--- config.mk ---
export PLATFORM = sky130hd
export DESIGN_NAME = cot_gate_seq
export DESIGN_NICKNAME = d
export VERILOG_FILES = /design/src/rtl/cot_gate_pkg.sv /design/src/rtl/cot_toff_cnt.sv /design/src/rtl/cot_gate_fsm.sv /design/src/rtl/cot_gate_seq.sv
export SDC_FILE = /design/constraint.sdc
export NUM_CORES = 1
export LEC_CHECK = 0
export CORE_UTILIZATION = 35
export DETAILED_ROUTE_END_ITERATION = 10
export HOLD_SLACK_MARGIN = 0.08
export SYNTH_ARGS = -nofsm -noshare
export SYNTH_HDL_FRONTEND = slang
export SYNTH_SLANG_ARGS = --single-unit
--- constraint.sdc ---
create_clock -name clk_i -period 1.75 [get_ports clk_i]
set_input_delay 0.175 -clock clk_i [delete_from_list [all_inputs] [get_ports clk_i]]
set_output_delay 0.175 -clock clk_i [all_outputs]
set_load 0.02 [all_outputs]
--- src/rtl/cot_gate_pkg.sv ---
package cot_gate_pkg;
  typedef enum logic [2:0] {
    ST_OFF   = 3'd0,
    ST_DT_ON = 3'd1,
    ST_TOP   = 3'd2,
    ST_DT_OF = 3'd3,
    ST_BOT   = 3'd4
  } gate_st_e;
endpackage

--- src/rtl/cot_toff_cnt.sv ---
module cot_toff_cnt #(
  parameter int CNT_W = 8
) (
  input  logic             clk_i,
  input  logic             rst_ni,
  input  logic             load_i,
  input  logic [CNT_W-1:0] load_val_i,
  output logic             done_o
);
  logic [CNT_W-1:0] cnt_q;

  always_ff @(posedge clk_i or negedge rst_ni) begin
    if (!rst_ni)             cnt_q <= '0;
    else if (load_i)         cnt_q <= load_val_i;
    else if (cnt_q != '0)    cnt_q <= cnt_q - 1'b1;
  end

  assign done_o = (cnt_q == '0);

  p_count_r6: assert property (@(posedge clk_i) disable iff (!rst_ni)
    (cnt_q != '0 && !load_i) |=> (cnt_q == $past(cnt_q) - 1'b1));
endmodule

--- src/rtl/cot_gate_fsm.sv ---
module cot_gate_fsm
  import cot_gate_pkg::*;
(
  input  logic clk_i,
  input  logic rst_ni,
  input  logic cyc_start_i,
  input  logic ipk_trip_i,
  input  logic irev_trip_i,
  input  logic ovp_i,
  input  logic toff_done_i,
  output logic toff_load_o,
  output logic top_en_o,
  output logic bot_en_o
);
  gate_st_e st_q, st_d;
  logic start_ok, skip;

  assign start_ok = cyc_start_i && toff_done_i;
  assign skip     = ipk_trip_i || ovp_i;

  always_comb begin
    st_d        = st_q;
    toff_load_o = 1'b0;
    unique case (st_q)
      ST_OFF:   if (start_ok) st_d = skip ? ST_OFF : ST_DT_ON;
      ST_DT_ON: st_d = ovp_i ? ST_OFF : ST_TOP;
      ST_TOP: begin
        if (skip) begin
          st_d        = ST_DT_OF;
          toff_load_o = 1'b1;
        end
      end
      ST_DT_OF: st_d = ST_BOT;
      ST_BOT: begin
        if (start_ok)         st_d = skip ? ST_OFF : ST_DT_ON;
        else if (irev_trip_i) st_d = ST_OFF;
      end
      default:  st_d = ST_OFF;
    endcase
  end

  always_ff @(posedge clk_i or negedge rst_ni) begin
    if (!rst_ni) st_q <= ST_OFF;
    else         st_q <= st_d;
  end

  assign top_en_o = (st_q == ST_TOP);
  assign bot_en_o = (st_q == ST_BOT);

  p_excl_r9: assert property (@(posedge clk_i) disable iff (!rst_ni)
    !(top_en_o && bot_en_o));
  p_gap_top_r9: assert property (@(posedge clk_i) disable iff (!rst_ni)
    $rose(top_en_o) |-> !$past(bot_en_o));
  p_gap_bot_r9: assert property (@(posedge clk_i) disable iff (!rst_ni)
    $rose(bot_en_o) |-> !$past(top_en_o));
  p_peak_off_r3: assert property (@(posedge clk_i) disable iff (!rst_ni)
    (top_en_o && ipk_trip_i) |=> !top_en_o);
  p_ovp_hold_r7: assert property (@(posedge clk_i) disable iff (!rst_ni)
    ovp_i |=> !top_en_o);
  p_rev_off_r4: assert property (@(posedge clk_i) disable iff (!rst_ni)
    (bot_en_o && irev_trip_i && !start_ok) |=> !bot_en_o);
  p_blank_r6: assert property (@(posedge clk_i) disable iff (!rst_ni)
    (bot_en_o && cyc_start_i && !toff_done_i && !irev_trip_i) |=> bot_en_o);
endmodule

--- src/rtl/cot_gate_seq.sv ---
module cot_gate_seq #(
  parameter int CNT_W = 8
) (
  input  logic             clk_i,
  input  logic             rst_ni,
  input  logic             cyc_start_i,
  input  logic             ipk_trip_i,
  input  logic             irev_trip_i,
  input  logic             ovp_i,
  input  logic [CNT_W-1:0] toff_cnt_i,
  output logic             top_en_o,
  output logic             bot_en_o
);
  logic toff_load, toff_done;

  cot_toff_cnt #(.CNT_W(CNT_W)) u_cnt (
    .clk_i      (clk_i),
    .rst_ni     (rst_ni),
    .load_i     (toff_load),
    .load_val_i (toff_cnt_i),
    .done_o     (toff_done)
  );

  cot_gate_fsm u_fsm (
    .clk_i       (clk_i),
    .rst_ni      (rst_ni),
    .cyc_start_i (cyc_start_i),
    .ipk_trip_i  (ipk_trip_i),
    .irev_trip_i (irev_trip_i),
    .ovp_i       (ovp_i),
    .toff_done_i (toff_done),
    .toff_load_o (toff_load),
    .top_en_o    (top_en_o),
    .bot_en_o    (bot_en_o)
  );
endmodule

# --- Word-level counts from Yosys, hierarchy flattened ---
# Cells that the tools add are included.
totals:
  ff_bits: 11
  input_bits: 14
  out_inout_bits: 2
  elab_cells: 28
classes:
  n_addsub: 1
  n_eq_ne: 7
  muxes: 11
  reduce_logical: 7
ops:
  columns: ["cell", "n"]
  rows:
  - ["two-way mux 8 bit", 2]
  - ["case mux 3 bit (5 select lines)", 1]
  - ["two-way mux 3 bit", 4]
  - ["zero test 8 bit", 1]
  - ["nonzero test 8 bit", 1]
  - ["subtractor 8 x 1 -> 8 bit, second input constant", 1]
  - ["== test 3 x 2 -> 1 bit, second input constant", 2]
  - ["inequality test 2 x 1 -> 1 bit, second input constant", 2]
  - ["== test 3 x 1 -> 1 bit, second input constant", 1]
  - ["== test 3 bit, second input constant", 1]
  - ["zero test 3 bit", 1]
  - ["two-way mux 1 bit", 3]
  - ["inequality test 3 x 2 -> 1 bit, second input constant", 1]
  - ["AND reduction 3 bit", 1]
  - ["two-way mux 2 bit", 1]
  - ["nonzero test 2 bit", 1]
  - ["logical AND 1 bit", 1]
  - ["logical OR 1 bit", 1]

# --- Logic depth before layout (Yosys ltp) ---
# Gate-level depths: netlist of the first run.
logic_depth:
  ltp_word: 4
  depth_mapped: 6
  depth_no_buf: 6

# --- By module ---
# A second synthesis of the first run with hierarchy kept.
unflattened:
  hier_cells: 71
  hier_area_um2: 650.6
modules_own_cells:
  columns: ["mod", "instances", "cells_per_inst", "area_each_um2", "seq_area_each_um2"]
  rows:
  - ["cot_toff_cnt", 1, 54, 476.7, 200.2]
  - ["cot_gate_fsm", 1, 17, 173.9, 75.1]

# --- Least setup slack after synthesis of the first run ---
# OpenSTA, ideal clock, no wires.
synth_timing:
  path_kind: "flip-flop to flip-flop"
  from: "register u_cnt.cnt_q[0]"
  to: "register u_cnt.cnt_q[6]"
  setup_time_ps: 82
  arrival_ps: 1438
  required_ps: 1668
  slack_ps: 230
  stages_incl_launch_ff: 7
  path_buffers: 0
  synth_period_minus_slack_ps: 1520
  path_cell_list: "dfrtp_1 -> inv_1 -> ha_1 -> nor2b_4 -> nand2_1 -> or4b_1 -> a31oi_1"
synth_via:
  elab_chain_len: 3
  elab_cells_between_ends: 5
  classes_between: "1 x add/sub; 2 x mux; 2 x reduce/logical"
synth_lines:
  columns: ["element", "line_no", "source"]
  rows:
  - ["start: declaration", "cot_toff_cnt.sv:10", "logic [CNT_W-1:0] cnt_q;"]
  - ["start signal: assignment", "cot_toff_cnt.sv:14", "else if (load_i) cnt_q <= load_val_i;"]
  - ["start signal: assignment", "cot_toff_cnt.sv:15", "else if (cnt_q != '0) cnt_q <= cnt_q - 1'b1;"]
  - ["subtractor 8 x 1 -> 8 bit", "cot_toff_cnt.sv:15", null]
  - ["two-way mux 8 bit", "cot_toff_cnt.sv:15", null]
  - ["two-way mux 8 bit", "cot_toff_cnt.sv:14", null]
# Several ways; a longest one is shown, not always the timed one. The select of a mux whose other input is x is not followed.
# A chain may end at the register's enable or synchronous reset.

# --- Final worst setup path of the first run ---
# Same ends and word-level chain as after synthesis.

==> impl_metrics.xml, run 1 <==
<?xml version="1.0" encoding="UTF-8"?>
<metrics>
  <group name="clock_network">
    <metric name="cts_tree" unit="">built</metric>
    <metric name="cts_inserted_buffers" unit="">3</metric>
    <metric name="htreeDepth" unit="">1</metric>
    <metric name="clockRootBuffer" unit="">clkbuf_4</metric>
    <metric name="cts.sink_count" unit="">11</metric>
    <metric name="cts_hold_repair.buffers" unit="">0</metric>
    <metric name="clockBufferDepth" unit="">2</metric>
    <metric name="cts_post_setup_buffers_inserted" unit="">0</metric>
    <metric name="worst_setup_hold_path_clk_slew" unit="ns">0.07</metric>
    <metric name="clk-insertion-delay-late" unit="ns">0.27</metric>
  </group>
  <group name="grt">
    <metric name="number_of_antenna_violations_at_the_first_check_in_global_routing" unit="">0</metric>
    <metric name="grt_pass1_vias" unit="">504</metric>
    <metric name="globalRouteTotalUtil" unit="">0.153</metric>
    <metric name="grt_start_max_net_pins" unit="">12</metric>
    <metric name="wire_length_of_the_first_global_routing_pass" unit="mm">2.11</metric>
    <metric name="grt_overflow_total" unit="">0</metric>
  </group>
  <group name="logic_synthesis">
    <metric name="synth_seq_cells" unit="">11</metric>
    <metric name="synthesis.area" unit="um2">652</metric>
    <metric name="mappedNetlistNets" unit="">82</metric>
    <metric name="synthCells" unit="">67</metric>
    <metric name="count_of_cell_types_in_the_netlist" unit="">32</metric>
    <metric name="synth-seq-area-share" unit="">0.422</metric>
    <metric name="synth-warning-count" unit="">0</metric>
    <metric name="post_synthesis_mean_instance_area" unit="um2">9.73</metric>
  </group>
  <group name="timing">
    <metric name="worst_pin_slew" unit="ns">0.523</metric>
    <metric name="fin_skew" unit="ns">0.00299</metric>
    <metric name="count_of_final_hold_check_violations" unit="">0</metric>
    <metric name="timing.final.max_slew_violations" unit="">0</metric>
    <metric name="fin_crit" unit="ns">1.63</metric>
    <metric name="finalSetupViolCount" unit="">0</metric>
    <metric name="timing.max_slew.rel_slack" unit="">0.650</metric>
    <metric name="worst_hold_slack" unit="ns">0.246</metric>
    <metric name="rsz_0062_raised_after_global_routing" unit="">false</metric>
    <metric name="timing.setup.tns" unit="ns">0</metric>
    <metric name="max_freq" unit="GHz">0.613</metric>
    <metric name="setup_slack" unit="ns">0.117</metric>
    <metric name="final_cycle_utilization_of_the_critical_path" unit="">0.933</metric>
  </group>
  <group name="job">
    <metric name="max_cap_violations" unit="">0</metric>
  </group>
  <group name="floorplan">
    <metric name="ioPinCount" unit="">16</metric>
    <metric name="placeableCoreArea" unit="um2">1730</metric>
    <metric name="floorplan.initialDensity" unit="">0.378</metric>
    <metric name="fp.dieArea" unit="um2">2040</metric>
    <metric name="die_width" unit="um">45.2</metric>
    <metric name="die_h" unit="um">45.2</metric>
    <metric name="num_rows" unit="">15</metric>
  </group>
  <group name="power_and_ir_drop">
    <metric name="highest_ir_drop_seen_on_vdd" unit="mV">0.682</metric>
    <metric name="totalPowerFinal" unit="uW">1280</metric>
    <metric name="pwr_density_cell" unit="nW/um2">1480</metric>
    <metric name="power_leakage" unit="uW">0.000355</metric>
  </group>
  <group name="critical_path">
    <metric name="critPathArrivalTime" unit="ns">1.83</metric>
    <metric name="cp_max_fo" unit="">4</metric>
    <metric name="endpoint_kind" unit="">flip-flop</metric>
    <metric name="cp.required" unit="ns">1.94</metric>
    <metric name="worst_setup_path_start_kind" unit="">flip-flop</metric>
    <metric name="timing_worst_setup_path_type" unit="">reg2reg</metric>
    <metric name="cp_cell_sequence" unit="">inv_1 &gt; ha_2 &gt; nor2b_4 &gt; nand2_1 &gt; or4b_1 &gt; a31oi_1</metric>
    <metric name="slowest_delay" unit="ns">0.47</metric>
    <metric name="crit_path_top_delay_cell" unit="">or4b_1</metric>
  </group>
  <group name="hold_path">
    <metric name="hold_path_class" unit="">in2async</metric>
  </group>
  <group name="cells_and_area">
    <metric name="multiInputGateArea" unit="um2">359</metric>
    <metric name="num_antenna_cells" unit="">0</metric>
    <metric name="final.fill_count" unit="">166</metric>
    <metric name="most-common-layout-cells" unit="">clkdlybuf4s50_1 (13), dfrtp_1 (11), nand2_1 (8)</metric>
    <metric name="mostFrequentLayoutCell" unit="">clkdlybuf4s50_1</metric>
    <metric name="area_growth" unit="%">32.2</metric>
    <metric name="drive_above_1_share" unit="">0.128</metric>
    <metric name="finalNetCount" unit="">102</metric>
    <metric name="register_area" unit="um2">275</metric>
  </group>
  <group name="run_status">
    <metric name="outcome" unit="">completed</metric>
  </group>
  <group name="detailed_routing">
    <metric name="drcViolationCount" unit="">0</metric>
    <metric name="drt-pass1-iter-count" unit="">4</metric>
    <metric name="detail_route.wirelength" unit="mm">1.24</metric>
    <metric name="ant_nets" unit="">0</metric>
    <metric name="vias_per_cell" unit="">4.88</metric>
    <metric name="detailroute.via_count" unit="">542</metric>
    <metric name="drtIter0Drc" unit="">9</metric>
    <metric name="avgRoutedWirePerCell" unit="um">11.2</metric>
  </group>
  <group name="placed_design">
    <metric name="detailed_place_hpwl" unit="um">941</metric>
    <metric name="gp_congestion" unit="">0.716</metric>
    <metric name="place_ws" unit="ns">0.134</metric>
    <metric name="port_buffers" unit="">15</metric>
  </group>
</metrics>
[timing repair]
| item | in CTS | in global routing |
|---|---|---|
| endpoints found under the hold margin | 0 | 0 |
| resized for setup | 2 | 1 |
| endpoints found under the setup margin | 2 | 1 |
[state kept, by name, indices dropped and copies added (netlist names)]
register,count
u_fsm.st_q,3
u_cnt.cnt_q,8
[worst max-delay path: cells and delay by family, from the launching register on]
kind | cells | cell delay, ns
AND/OR/NAND/NOR | 3 | 0.73
AO/OA/AOI/OAI | 1 | 0.16
flip-flops | 1 | 0.41
adder cells (fa/ha/maj) | 1 | 0.18
buffers and inverters | 1 | 0.07
[kinds of logic (layout without fill, tap and decap cells)]
kind of cell	after synthesis	after routing	synth area share
simple gates	26	26	0.257
xor+xnor	3	3	0.0403
mux	3	3	0.0557
buf+inv	5	24	0.0307
fa+ha+maj	1	1	0.0192
compound gates	18	18	0.175
flops	11	11	0.422
[worst paths after layout]
| path | startpoint | to | slack [ns] | cells after the start |
|---|---|---|---|---|
| setup / recovery | u_cnt.cnt_q[0] | u_cnt.cnt_q[6] | 0.12 | 6 |
| hold / removal | rst_ni | u_fsm.st_q[0] | 0.25 | 1 |
| setup reg to reg | u_cnt.cnt_q[0] | u_cnt.cnt_q[6] | 0.12 | 6 |
| hold reg to reg | u_fsm.st_q[2] | u_fsm.st_q[1] | 0.50 | 1 |
| max in group asynchronous | rst_ni | u_cnt.cnt_q[3] | 1.16 | 1 |
| min in group clk_i | toff_cnt_i[1] | u_cnt.cnt_q[1] | 0.45 | 3 |
[power breakdown]
group          total, uW  switching (uW)  internal (uW)
sequential           522             148            374
clock                177            88.7           88.3
combinational        579             254            325
[cell usage after synthesis, drive strengths merged]
library cell / count / area (um2)
nand3: 1 / 5.00
and2b: 1 / 7.51
nand2: 8 / 30.0
a31oi: 1 / 6.26
o211ai: 1 / 7.51
nor3: 2 / 10.0
mux2: 2 / 26.3
a22o: 1 / 8.76
nor2b: 2 / 20.0
o21ai: 9 / 48.8
o21a: 2 / 15.0
nor2: 4 / 15.0
dfrtp: 11 / 275
or2b: 1 / 7.51
a32o: 1 / 10.0
ha: 1 / 12.5
or4: 1 / 7.51
nand2b: 1 / 6.26
xnor2: 3 / 26.3
nor3b: 3 / 27.5
nor4: 1 / 21.3
a21oi: 2 / 10.0
mux2i: 1 / 10.0
buf: 1 / 5.00
a21boi: 1 / 7.51
inv: 4 / 15.0
or4b: 1 / 10.0
[routing by layer]
layer,up-vias,GRT usage,wire [um],part of all wire
met1,246,0.190,598,0.48
met2,14,0.229,557,0.45
met4,0,0.109,25,0.020
met5,-,0,0,0
li1,278,-,-,-
met3,4,0.0400,60,0.048
[per-stage QoR]
step / std cells / instance area, um2 / utilization
floorplan: 67 / 652 / -
global placement: 107 / 836 / 0.484
detailed placement: 107 / 836 / 0.484
CTS: 111 / 860 / 0.498
global route: 111 / 862 / 0.499
finish: 111 / 862 / 0.499
[cell type report]
class / instances / share of cell area
sequential: 11 / 0.319
inverter: 4 / 0.0174
tap: 25 / 0.0363
clock buffer: 4 / 0.0305
timing repair buffer: 16 / 0.180
multi-input combinational: 51 / 0.417
No activity file was read; power rests on OpenSTA's default activity.
==> run 2, diff against run 1 <==
--- a/config.mk
+++ b/config.mk
@@ -7,7 +7,9 @@
 export LEC_CHECK = 0
 export CORE_UTILIZATION = 35
 export DETAILED_ROUTE_END_ITERATION = 10
+export GPL_TIMING_DRIVEN = 1
 export HOLD_SLACK_MARGIN = 0.08
+export SKIP_CTS_REPAIR_TIMING = 1
 export SYNTH_ARGS = -nofsm -noshare
 export SYNTH_HDL_FRONTEND = slang
 export SYNTH_SLANG_ARGS = --single-unit
==> impl_metrics.xml, run 2 (same netlist as run 1, synthesis figures left out) <==
<?xml version="1.0" encoding="UTF-8"?>
<metrics>
  <group name="run_status">
    <metric name="outcome" unit="">completed</metric>
  </group>
  <group name="detailed_routing">
    <metric name="detail_route.wirelength" unit="mm">1.25</metric>
    <metric name="vias_per_cell" unit="">4.88</metric>
    <metric name="drcViolationCount" unit="">0</metric>
    <metric name="detailroute.via_count" unit="">542</metric>
    <metric name="avgRoutedWirePerCell" unit="um">11.2</metric>
    <metric name="drtIter0Drc" unit="">9</metric>
    <metric name="drt-pass1-iter-count" unit="">4</metric>
    <metric name="ant_nets" unit="">0</metric>
  </group>
  <group name="clock_network">
    <metric name="worst_setup_hold_path_clk_slew" unit="ns">0.07</metric>
    <metric name="clockRootBuffer" unit="">clkbuf_4</metric>
    <metric name="cts_inserted_buffers" unit="">3</metric>
    <metric name="cts_tree" unit="">built</metric>
    <metric name="clockBufferDepth" unit="">2</metric>
    <metric name="clk-insertion-delay-late" unit="ns">0.27</metric>
    <metric name="htreeDepth" unit="">1</metric>
    <metric name="cts.sink_count" unit="">11</metric>
  </group>
  <group name="timing">
    <metric name="fin_crit" unit="ns">1.63</metric>
    <metric name="setup_slack" unit="ns">0.117</metric>
    <metric name="finalSetupViolCount" unit="">0</metric>
    <metric name="fin_skew" unit="ns">0.00299</metric>
    <metric name="final_cycle_utilization_of_the_critical_path" unit="">0.933</metric>
    <metric name="worst_pin_slew" unit="ns">0.523</metric>
    <metric name="timing.final.max_slew_violations" unit="">0</metric>
    <metric name="timing.max_slew.rel_slack" unit="">0.650</metric>
    <metric name="max_freq" unit="GHz">0.613</metric>
    <metric name="rsz_0062_raised_after_global_routing" unit="">false</metric>
    <metric name="count_of_final_hold_check_violations" unit="">0</metric>
  </group>
  <group name="grt">
    <metric name="globalRouteMet2Util" unit="">0.229</metric>
    <metric name="grt_overflow_total" unit="">0</metric>
    <metric name="global_route.usage.met3" unit="">0.0400</metric>
    <metric name="grtUsageMet1" unit="">0.190</metric>
    <metric name="grt_pass1_vias" unit="">504</metric>
    <metric name="grt_start_max_net_pins" unit="">12</metric>
    <metric name="number_of_antenna_violations_at_the_first_check_in_global_routing" unit="">0</metric>
    <metric name="wire_length_of_the_first_global_routing_pass" unit="mm">2.11</metric>
    <metric name="globalRouteTotalUtil" unit="">0.153</metric>
    <metric name="routing_layer_with_the_top_usage_in_global_route" unit="">met2</metric>
  </group>
  <group name="critical_path">
    <metric name="worst_setup_path_start_kind" unit="">flip-flop</metric>
    <metric name="endpoint_kind" unit="">flip-flop</metric>
    <metric name="cp_max_fo" unit="">4</metric>
    <metric name="crit_path_top_delay_cell" unit="">or4b_1</metric>
    <metric name="path_buf_inv" unit="">1</metric>
    <metric name="timing_worst_setup_path_type" unit="">reg2reg</metric>
    <metric name="critPathArrivalTime" unit="ns">1.83</metric>
    <metric name="cp_cell_sequence" unit="">inv_1 &gt; ha_2 &gt; nor2b_4 &gt; nand2_1 &gt; or4b_1 &gt; a31oi_1</metric>
    <metric name="slowest_delay" unit="ns">0.47</metric>
    <metric name="cp.required" unit="ns">1.94</metric>
    <metric name="critical_path.top_delay_family" unit="">simple AND/OR/NAND/NOR gates</metric>
  </group>
  <group name="placed_design">
    <metric name="placed_cell_area" unit="um2">836</metric>
    <metric name="place_ws" unit="ns">0.134</metric>
    <metric name="port_buffers" unit="">15</metric>
    <metric name="detailed_place_hpwl" unit="um">941</metric>
    <metric name="gp_congestion" unit="">0.716</metric>
  </group>
  <group name="floorplan">
    <metric name="fp.dieArea" unit="um2">2040</metric>
    <metric name="floorplan.initialDensity" unit="">0.378</metric>
    <metric name="die_h" unit="um">45.2</metric>
    <metric name="placeableCoreArea" unit="um2">1730</metric>
    <metric name="ioPinCount" unit="">16</metric>
    <metric name="num_rows" unit="">15</metric>
    <metric name="die_width" unit="um">45.2</metric>
  </group>
  <group name="hold_path">
    <metric name="hold_path_class" unit="">in2async</metric>
  </group>
  <group name="cells_and_area">
    <metric name="most-common-layout-cells" unit="">clkdlybuf4s50_1 (13), dfrtp_1 (11), nand2_1 (8)</metric>
    <metric name="final.fill_count" unit="">166</metric>
    <metric name="finalNetCount" unit="">102</metric>
    <metric name="drive_above_1_share" unit="">0.128</metric>
    <metric name="area_growth" unit="%">33.4</metric>
    <metric name="num_antenna_cells" unit="">0</metric>
    <metric name="mostFrequentLayoutCell" unit="">clkdlybuf4s50_1</metric>
    <metric name="leading_registers_by_flop_count" unit="">u_cnt.cnt_q (8), u_fsm.st_q (3)</metric>
    <metric name="design_area" unit="um2">870</metric>
    <metric name="largest-register" unit="">u_cnt.cnt_q</metric>
    <metric name="largest_register_ff_count" unit="">8</metric>
  </group>
  <group name="power_and_ir_drop">
    <metric name="totalPowerFinal" unit="uW">1290</metric>
    <metric name="highest_ir_drop_seen_on_vdd" unit="mV">0.683</metric>
    <metric name="pwr_density_cell" unit="nW/um2">1480</metric>
    <metric name="power_leakage" unit="uW">0.000380</metric>
  </group>
  <group name="job">
    <metric name="max_cap_violations" unit="">0</metric>
  </group>
</metrics>
-- run 2: power by group --
group	total, uW	switching [uW]	internal, uW
Sequential	522	148	374
Combinational	586	254	332
Clock	177	88.7	88.3
-- run 2: cell type report --
class                           instances  area (um2)  share of cell area
Multi-Input combinational cell         51         359               0.413
Sequential cell                        11         275               0.317
Timing Repair Buffer                   16         163               0.187
Tap cell                               25        31.3              0.0360
Clock buffer                            4        26.3              0.0302
Inverter                                4        15.0              0.0173
-- run 2: final timing paths --
check / startpoint / cells after the start / slack (ns) / end
max: u_cnt.cnt_q[0] / 6 / 0.12 / u_cnt.cnt_q[6]
min in group clk_i: toff_cnt_i[1] / 3 / 0.45 / u_cnt.cnt_q[1]
min reg2reg: u_fsm.st_q[2] / 1 / 0.50 / u_fsm.st_q[1]
max in group asynchronous: rst_ni / 1 / 1.16 / u_cnt.cnt_q[3]
min: rst_ni / 1 / 0.25 / u_fsm.st_q[0]
max reg2reg: u_cnt.cnt_q[0] / 6 / 0.12 / u_cnt.cnt_q[6]
-- run 2: layer usage --
layer | wire (um) | part of all wire
met5 | 0 | 0
met4 | 25 | 0.020
met3 | 62 | 0.050
met2 | 558 | 0.45
met1 | 600 | 0.48
-- run 2: metrics by stage --
step                utilization  hold slack, ns  TNS (ns)  cells
floorplan                     -          -0.121         0     67
global placement          0.484           0.488         0    107
detailed placement        0.484           0.499         0    107
CTS                       0.499           0.257   -0.0757    111
global route              0.504           0.269         0    111
finish                    0.504           0.246         0    111
